<file path="src/rtl/tmr_pair.sv">
module tmr_pair #(
  parameter int PRESCALE    = 12,
  parameter int SYNC_STAGES = 2
) (
  input  logic       clk,
  input  logic       rst_n,
  input  logic       bus_we,
  input  logic [2:0] bus_addr,
  input  logic [7:0] bus_wdata,
  output logic [7:0] bus_rdata,
  input  logic [1:0] cnt_in,
  input  logic [1:0] gate_in,
  input  logic [1:0] flag_ack,
  output logic [1:0] ovf_flag,
  output logic       t1_ovf_tick
);
  localparam int PW = (PRESCALE > 2) ? $clog2(PRESCALE) : 1;
  localparam logic [PW-1:0] PLAST = PW'(PRESCALE - 1);
  localparam logic [2:0] A_CFG = 3'd4;
  localparam logic [2:0] A_CTL = 3'd5;

  logic [PW-1:0] pcnt;
  logic          tick;
  logic [1:0][SYNC_STAGES-1:0] cpipe, gpipe;
  logic [1:0] csync, gsync, cold, fall;
  logic [1:0][7:0] lo, hi, nlo, nhi;
  logic [7:0] cfg;
  logic [1:0] run, flag;
  logic [1:0][1:0] mode;
  logic [1:0] ct, gate, qual, src, en, ov, set, clr, wr_lo, wr_hi;
  logic t0_split, en_h0, ovh;

  assign tick = (pcnt == PLAST);

  always_ff @(posedge clk or negedge rst_n)
    if (!rst_n) pcnt <= '0;
    else        pcnt <= tick ? '0 : pcnt + PW'(1);

  always_ff @(posedge clk or negedge rst_n)
    if (!rst_n) begin
      cpipe <= '0;
      gpipe <= '0;
      cold  <= '0;
    end else begin
      for (int i = 0; i < 2; i++) begin
        cpipe[i] <= {cpipe[i][SYNC_STAGES-2:0], cnt_in[i]};
        gpipe[i] <= {gpipe[i][SYNC_STAGES-2:0], gate_in[i]};
      end
      cold <= csync;
    end

  always_comb
    for (int i = 0; i < 2; i++) begin
      csync[i] = cpipe[i][SYNC_STAGES-1];
      gsync[i] = gpipe[i][SYNC_STAGES-1];
    end

  assign fall = cold & ~csync;

  assign mode[0] = cfg[1:0];
  assign ct[0]   = cfg[2];
  assign gate[0] = cfg[3];
  assign mode[1] = cfg[5:4];
  assign ct[1]   = cfg[6];
  assign gate[1] = cfg[7];

  assign t0_split = (mode[0] == 2'd3);
  assign qual     = ~gate | gsync;

  always_comb
    for (int i = 0; i < 2; i++) src[i] = ct[i] ? fall[i] : tick;

  assign en[0] = run[0] & qual[0] & src[0];
  assign en[1] = (t0_split | run[1]) & qual[1] & src[1] & (mode[1] != 2'd3);
  assign en_h0 = t0_split & run[1] & tick;

  always_comb begin
    for (int i = 0; i < 2; i++) begin
      nlo[i] = lo[i];
      nhi[i] = hi[i];
      ov[i]  = 1'b0;
      if (en[i]) begin
        case (mode[i])
          2'd0: begin
            nlo[i][4:0] = lo[i][4:0] + 5'd1;
            if (&lo[i][4:0]) nhi[i] = hi[i] + 8'd1;
            ov[i] = (&lo[i][4:0]) & (&hi[i]);
          end
          2'd1: begin
            {nhi[i], nlo[i]} = {hi[i], lo[i]} + 16'd1;
            ov[i] = &{hi[i], lo[i]};
          end
          2'd2: begin
            ov[i]  = &lo[i];
            nlo[i] = (&lo[i]) ? hi[i] : lo[i] + 8'd1;
          end
          default: begin
            nlo[i] = lo[i] + 8'd1;
            ov[i]  = &lo[i];
          end
        endcase
      end
    end
    ovh = en_h0 & (&hi[0]);
    if (en_h0) nhi[0] = hi[0] + 8'd1;
  end

  assign set[0] = ov[0];
  assign set[1] = t0_split ? ovh : ov[1];

  always_comb
    for (int i = 0; i < 2; i++) begin
      wr_lo[i] = bus_we && (bus_addr == 3'(2 * i));
      wr_hi[i] = bus_we && (bus_addr == 3'(2 * i + 1));
      clr[i]   = flag_ack[i] | (bus_we && (bus_addr == A_CTL) && bus_wdata[2+i]);
    end

  always_ff @(posedge clk or negedge rst_n)
    if (!rst_n) begin
      lo          <= '0;
      hi          <= '0;
      cfg         <= '0;
      run         <= '0;
      flag        <= '0;
      t1_ovf_tick <= 1'b0;
    end else begin
      for (int i = 0; i < 2; i++) begin
        lo[i]   <= wr_lo[i] ? bus_wdata : nlo[i];
        hi[i]   <= wr_hi[i] ? bus_wdata : nhi[i];
        flag[i] <= set[i] | (flag[i] & ~clr[i]);
      end
      if (bus_we && bus_addr == A_CFG) cfg <= bus_wdata;
      if (bus_we && bus_addr == A_CTL) run <= bus_wdata[1:0];
      t1_ovf_tick <= ov[1];
    end

  assign ovf_flag = flag;

  always_comb
    case (bus_addr)
      3'd0:    bus_rdata = lo[0];
      3'd1:    bus_rdata = hi[0];
      3'd2:    bus_rdata = lo[1];
      3'd3:    bus_rdata = hi[1];
      A_CFG:   bus_rdata = cfg;
      A_CTL:   bus_rdata = {4'b0, flag, run};
      default: bus_rdata = 8'h00;
    endcase

  p_tick_single_r2: assert property (@(posedge clk) disable iff (!rst_n)
    tick |=> !tick);

  p_stopped_holds_r4: assert property (@(posedge clk) disable iff (!rst_n)
    (!run[0] && !t0_split && !(bus_we && bus_addr < 3'd2)) |=> ($stable(lo[0]) && $stable(hi[0])));

  p_wrap_flags_r6: assert property (@(posedge clk) disable iff (!rst_n)
    (mode[0] == 2'd1 && en[0] && lo[0] == 8'hFF && hi[0] == 8'hFF) |=> ovf_flag[0]);

  p_reload_r7: assert property (@(posedge clk) disable iff (!rst_n)
    (mode[0] == 2'd2 && en[0] && lo[0] == 8'hFF && !(bus_we && bus_addr < 3'd2))
      |=> (lo[0] == $past(hi[0]) && $stable(hi[0])));

  p_t1_parked_r9: assert property (@(posedge clk) disable iff (!rst_n)
    (mode[1] == 2'd3 && !(bus_we && (bus_addr == 3'd2 || bus_addr == 3'd3)))
      |=> ($stable(lo[1]) && $stable(hi[1])));

  p_t1_no_flag_r11: assert property (@(posedge clk) disable iff (!rst_n)
    (t0_split && !ovh && !ovf_flag[1]) |=> !ovf_flag[1]);

  p_strobe_one_r14: assert property (@(posedge clk) disable iff (!rst_n)
    t1_ovf_tick |=> !t1_ovf_tick);
endmodule

</file>
<file path="config.mk">
export PLATFORM = sky130hd
export DESIGN_NAME = tmr_pair
export DESIGN_NICKNAME = d
export VERILOG_FILES = /design/src/rtl/tmr_pair.sv
export SDC_FILE = /design/constraint.sdc
export NUM_CORES = 1
export LEC_CHECK = 0
export BUFFER_PORTS_ARGS = -buffer_cell sky130_fd_sc_hd__buf_2
export CAP_MARGIN = 5
export CORE_MARGIN = 4
export CORE_UTILIZATION = 29
export DETAILED_ROUTE_END_ITERATION = 8
export SLEW_MARGIN = 30
export SYNTH_ARGS = -nofsm -noshare
export SYNTH_HDL_FRONTEND = slang
export SYNTH_SLANG_ARGS = --single-unit
</file>
<file path="constraint.sdc">
create_clock -name clk -period 3.5 [get_ports clk]
set_input_delay 0.35 -clock clk [delete_from_list [all_inputs] [get_ports clk]]
set_output_delay 0.35 -clock clk [all_outputs]
set_load 0.005 [all_outputs]
</file>
* Word level (Yosys, flattened, before mapping)
Cells that the tools add are included.
Word-level totals: bits in registers 59, input bits 20, output and inout bits 11, word-level logic and storage cells 121
Operators by class: add/subtract/negate cells 9, equal/unequal tests 16, mux-type cells 28, bitwise logic cells 23, reduce and logical (&&, ||, !) cells 29
Operators with widths (count):
- $mux 8 | 13
- $pmux 8 s6 | 1
- $add 16x1->16 const B | 2
- $add 8x1->8 const B | 4
- $pmux 8 s2 | 2
- $reduce_and 16->1 | 2
- $reduce_and 8->1 | 4
- $pmux 5 s3 | 2
- $pmux 3 s3 | 2
- $and 1x1->1 | 12
- $add 5x1->5 const B | 2
- $reduce_and 5->1 | 2
- $logic_and 1x1->1 | 8
- $eq 2x2->1 const B | 3
- $eq 3x2->1 const B | 2
- $eq 3x3->1 const B | 2
- $ne 2x2->1 const B | 3
- $reduce_and 3->1 | 2
- $reduce_bool 2->1 | 3
- $reduce_bool 3->1 | 2
- $mux 1 | 5
- $or 1x1->1 | 5
- $add 4x1->4 const B | 1
- $eq 2x1->1 const B | 2
- 14 further kinds | 19

* Depth between registers and ports, before layout
depth in word-level cells 8, gate-level depth with buffers 8, gate-level depth less buffers 8

* Worst setup path after synthesis
OpenSTA, ideal clock, no wires.
path kind reg-to-reg, start point register lo[0] (netlist name), end point register hi[5] (netlist name), library setup time 0.082 ns, data arrival time 2.147 ns, required time 3.418 ns, setup slack 1.271 ns, stages on the path, launching flop included 9, buffers on the path 0, clock period less this slack 2.229 ns, cell sequence dfrtp_1 -> ha_1 -> and3_1 -> ha_1 -> mux2i_1 -> a2111oi_4 -> nor2_2 -> or4_1 -> a31oi_1
On the way: cells in the longest elaborated chain, start to end 5, elaborated cells between the ends (all ways) 8, classes of those cells 1 x add/sub; 1 x eq/ne; 4 x mux; 2 x reduce/logical
RTL lines:
- start: declaration | RTL line 26 | logic [1:0][7:0] lo, hi, nlo, nhi;
- start signal: indexed assignment | RTL line 128 | lo[i] <= wr_lo[i] ? bus_wdata : nlo[i];
- $add 16x1->16 | RTL line 90 | {nhi[i], nlo[i]} = {hi[i], lo[i]} + 16'd1;
- $pmux 8 s2 | RTL line 83 | case (mode[i])
- $mux 8 | RTL line 82 | if (en[i]) begin
- $mux 8 | RTL line 105 | if (en_h0) nhi[0] = hi[0] + 8'd1;
- $mux 8 | RTL line 129 | hi[i] <= wr_hi[i] ? bus_wdata : nhi[i];
- end signal: indexed assignment | RTL line 129
- end: declaration | RTL line 26
Several ways; a longest one is shown, not always the timed one. The select of a mux whose other input is x is not followed. A chain may end at the register's enable or synchronous reset.

* Worst setup path after layout
start point register lo[0] (netlist name), end point register hi[7] (netlist name)
The elaborated chain is that of the path after synthesis.

==> results.json <==
{
  "status": "finished with violations",
  "violations": "hold timing",
  "fin_hold_ws_ns": -0.01135,
  "wl_per_cell_um": 18.64,
  "rsz0062_at_grt": "false",
  "clk_path_buf_depth": 2,
  "crit_buf_inv": 0,
  "ys_types": 59,
  "crit_chain": "ha_1 > and3_1 > ha_1 > mux2i_1 > a2111oi_4 > nor2_2 > or4_1 > a31oi_1",
  "root_buffer": "clkbuf_16",
  "grt_pass1_vias": 3410,
  "final_common_cell": "dfrtp_1",
  "drc": 0,
  "fin_crit_ns": 2.523,
  "initialDrtViolationCount": 416,
  "synth_edf_count": 0,
  "vias": 3565,
  "final_antenna_net_count": 0,
  "hpwl_mm": 8.840,
  "drt-total-wl_mm": 11.97,
  "num_rows": 42,
  "synth_nets": 471,
  "dp_worst_setup_slack_ns": 1.017,
  "fin_tns_setup_ns": 0,
  "fp.dieW_um": 124.6,
  "die_area_um2": 15530,
  "initial_core_util_pct": 29.66,
  "final.period_utilization_pct": 72.09,
  "grt_max_degree": 39,
  "cpLargestDelayFamily": "simple AND/OR/NAND/NOR gates",
  "slew_headroom_pct": 61.86,
  "htree_levels": 3,
  "setup_ws_ns": 0.9767,
  "cp.arrival_ns": 2.77,
  "ys.flop_type": "dfrtp_1",
  "fin_worst_skew_ns": 0.006214,
  "grt_usage_pct": 15.41,
  "hold_violations": 4,
  "p_leak_uw": 0.001815,
  "drive_gt1_share_pct": 15.45,
  "synth_area_um2": 3944,
  "antenna_found_initial": 0,
  "clkSinkCount": 59,
  "maxSlewViolCount": 0,
  "cpPeakStageDelay_ns": 0.48,
  "hold_path_class": "in -> async",
  "tritoncts": "built",
  "grt_pass1_wl_mm": 19.22,
  "fin_nets": 496,
  "firstDrtPassIters": 5,
  "coreArea_um2": 13300,
  "yosys_warnings": 0,
  "vias_per_cell": 5.553,
  "cp.required_ns": 3.75,
  "fmax_mhz": 396.3,
  "syn_to_final_growth_pct": 16.37,
  "pwr_density_cell_nw_per_um2": 687.6,
  "cts_resized": 0,
  "final_util_pct": 34.52,
  "synthCells": 436,
  "vdd_drop_max_uv": 264.7,
  "cts.hold.buffers_added": 0,
  "diodes": 0,
  "endpoint_kind": "register",
  "critPathLaunchType": "register",
  "cts_buffers": 9,
  "port_buffers": 30,
  "num_io_pins": 31,
  "overflow": 0,
  "worst_pin_slew_ns": 0.5700,
  "die_y_um": 124.6,
  "ys_ff_latch": 59,
  "path_class": "reg -> reg",
  "yosysSeqAreaShare_pct": 37.44,
  "setup_viol": 0,
  "async_flop_share_pct": 100.0,
  "total_power_uw": 3155,
  "avgSynthCellArea_um2": 9.045,
  "clk_pin_slew_ns": 0.06,
  "clock_latency_ns": 0.33,
  "gp_congestion": 0.9805,
  "mostFrequentLayoutCells": "59 x dfrtp_1, 41 x nand2_1, 40 x o21ai_0",
  "crit_top_cell": "ha_1",
  "postCtsSetupBuffers": 0,
  "cp_slowest_cell": "dfrtp_1",
  "drv_cap": 0,
  "crit_fanout": 9
}
==> metrics by stage <==
stage	area, um^2	instances
floorplan	3944	436
global placement	4258	626
detailed placement	4258	626
CTS	4587	642
global route	4589	642
finish	4589	642
==> worst paths after layout <==
kind	start	to	slack [ns]	cells after the start
worst max-delay path	lo[0]$_DFFE_PN0P_	hi[7]$_DFFE_PN0P_	0.98	8
worst min-delay path	rst_n	lo[8]$_DFFE_PN0P_	-0.01	1
worst max register to register	lo[0]$_DFFE_PN0P_	hi[7]$_DFFE_PN0P_	0.98	8
worst min register to register	cpipe[2]$_DFF_PN0_	cpipe[3]$_DFF_PN0_	0.35	0
max in group asynchronous	rst_n	cfg[2]$_DFFE_PN0P_	2.83	2
min in group clk	gate_in[1]	gpipe[2]$_DFF_PN0_	0.13	1
==> layout make-up <==
| class | count | area (um^2) |
|---|---|---|
| Clock buffer | 12 | 256.5 |
| Clock inverter | 4 | 72.57 |
| Fill cell | 1364 | 8706 |
| Inverter | 14 | 52.55 |
| Multi-Input combinational cell | 345 | 2344 |
| Sequential cell | 59 | 1476 |
| Tap cell | 176 | 220.2 |
| Timing Repair Buffer | 32 | 167.7 |
==> power breakdown <==
part	switching (uW)	internal, uW	leakage [uW]	total (uW)
registers	365	863	0.000697	1230
logic	520	433	0.000959	953
clock network	314	661	0.000159	975
total	1200	1960	0.00181	3160
==> worst register-to-register path, delay by kind of cell (launching register included) <==
kind,cells,cell delay [ns]
mux,1,0.11
fa+ha+maj,2,0.48
compound gates,2,0.62
simple gates,3,0.76
flops,1,0.48
==> kinds of logic (layout without fill, tap and decap cells) <==
group	after synthesis	count (layout)	share of synthesized area (%)
adders and majority gates	15	15	4.759
muxes	27	27	7.360
DFF	59	59	37.44
AOI/OAI and AO/OA	121	121	21.29
xor gates and xnor gates	22	22	4.886
buffers and inverters	32	62	3.141
and+or+nand+nor	160	160	21.13
==> cell usage after synthesis, types with 2 or more instances <==
cell type / n / area [um^2]
o22ai_1: 6 / 37.54
a31oi_1: 12 / 75.07
nor2b_1: 6 / 37.54
a221o_1: 2 / 20.02
o221ai_1: 4 / 35.03
buf_2: 2 / 10.01
a21oi_1: 16 / 80.08
xnor2_1: 15 / 131.4
clkbuf_1: 12 / 45.04
mux2i_1: 11 / 110.1
nor4_1: 3 / 18.77
a22oi_1: 11 / 82.58
nand2_1: 41 / 153.9
mux2_2: 16 / 180.2
a211o_1: 3 / 26.28
or4_1: 2 / 15.01
o31ai_1: 2 / 15.01
buf_1: 3 / 11.26
nor2_1: 36 / 135.1
nand4_1: 10 / 62.56
dfrtp_1: 59 / 1476
or3_1: 2 / 12.51
nand2b_1: 4 / 25.02
nor3_1: 12 / 60.06
a211oi_1: 3 / 22.52
ha_1: 15 / 187.7
inv_1: 14 / 52.55
nand3_1: 14 / 70.07
o21ai_0: 40 / 200.2
and3_1: 11 / 68.82
nand3b_1: 6 / 45.04
and4_1: 2 / 17.52
xor2_1: 7 / 61.31
a221oi_1: 8 / 70.07
o21a_1: 2 / 15.01
==> registers in the layout, indices dropped and copies added, names as in the netlist <==
signal,count
lo,16
cfg,8
run,2
t1_ovf_tick,1
hi,16
pcnt,4
cold,2
cpipe,4
ovf_flag,2
gpipe,4
==> layer usage <==
layer | track usage (%) | vias up | share of wire [%]
met5 | 0 | - | 0
met3 | 3.774 | 27 | 7.5
met4 | 4.191 | 0 | 2.6
met2 | 23.73 | 142 | 45
met1 | 21.58 | 1712 | 45
li1 | - | 1684 | -
(Power assumes the default switching activity.)
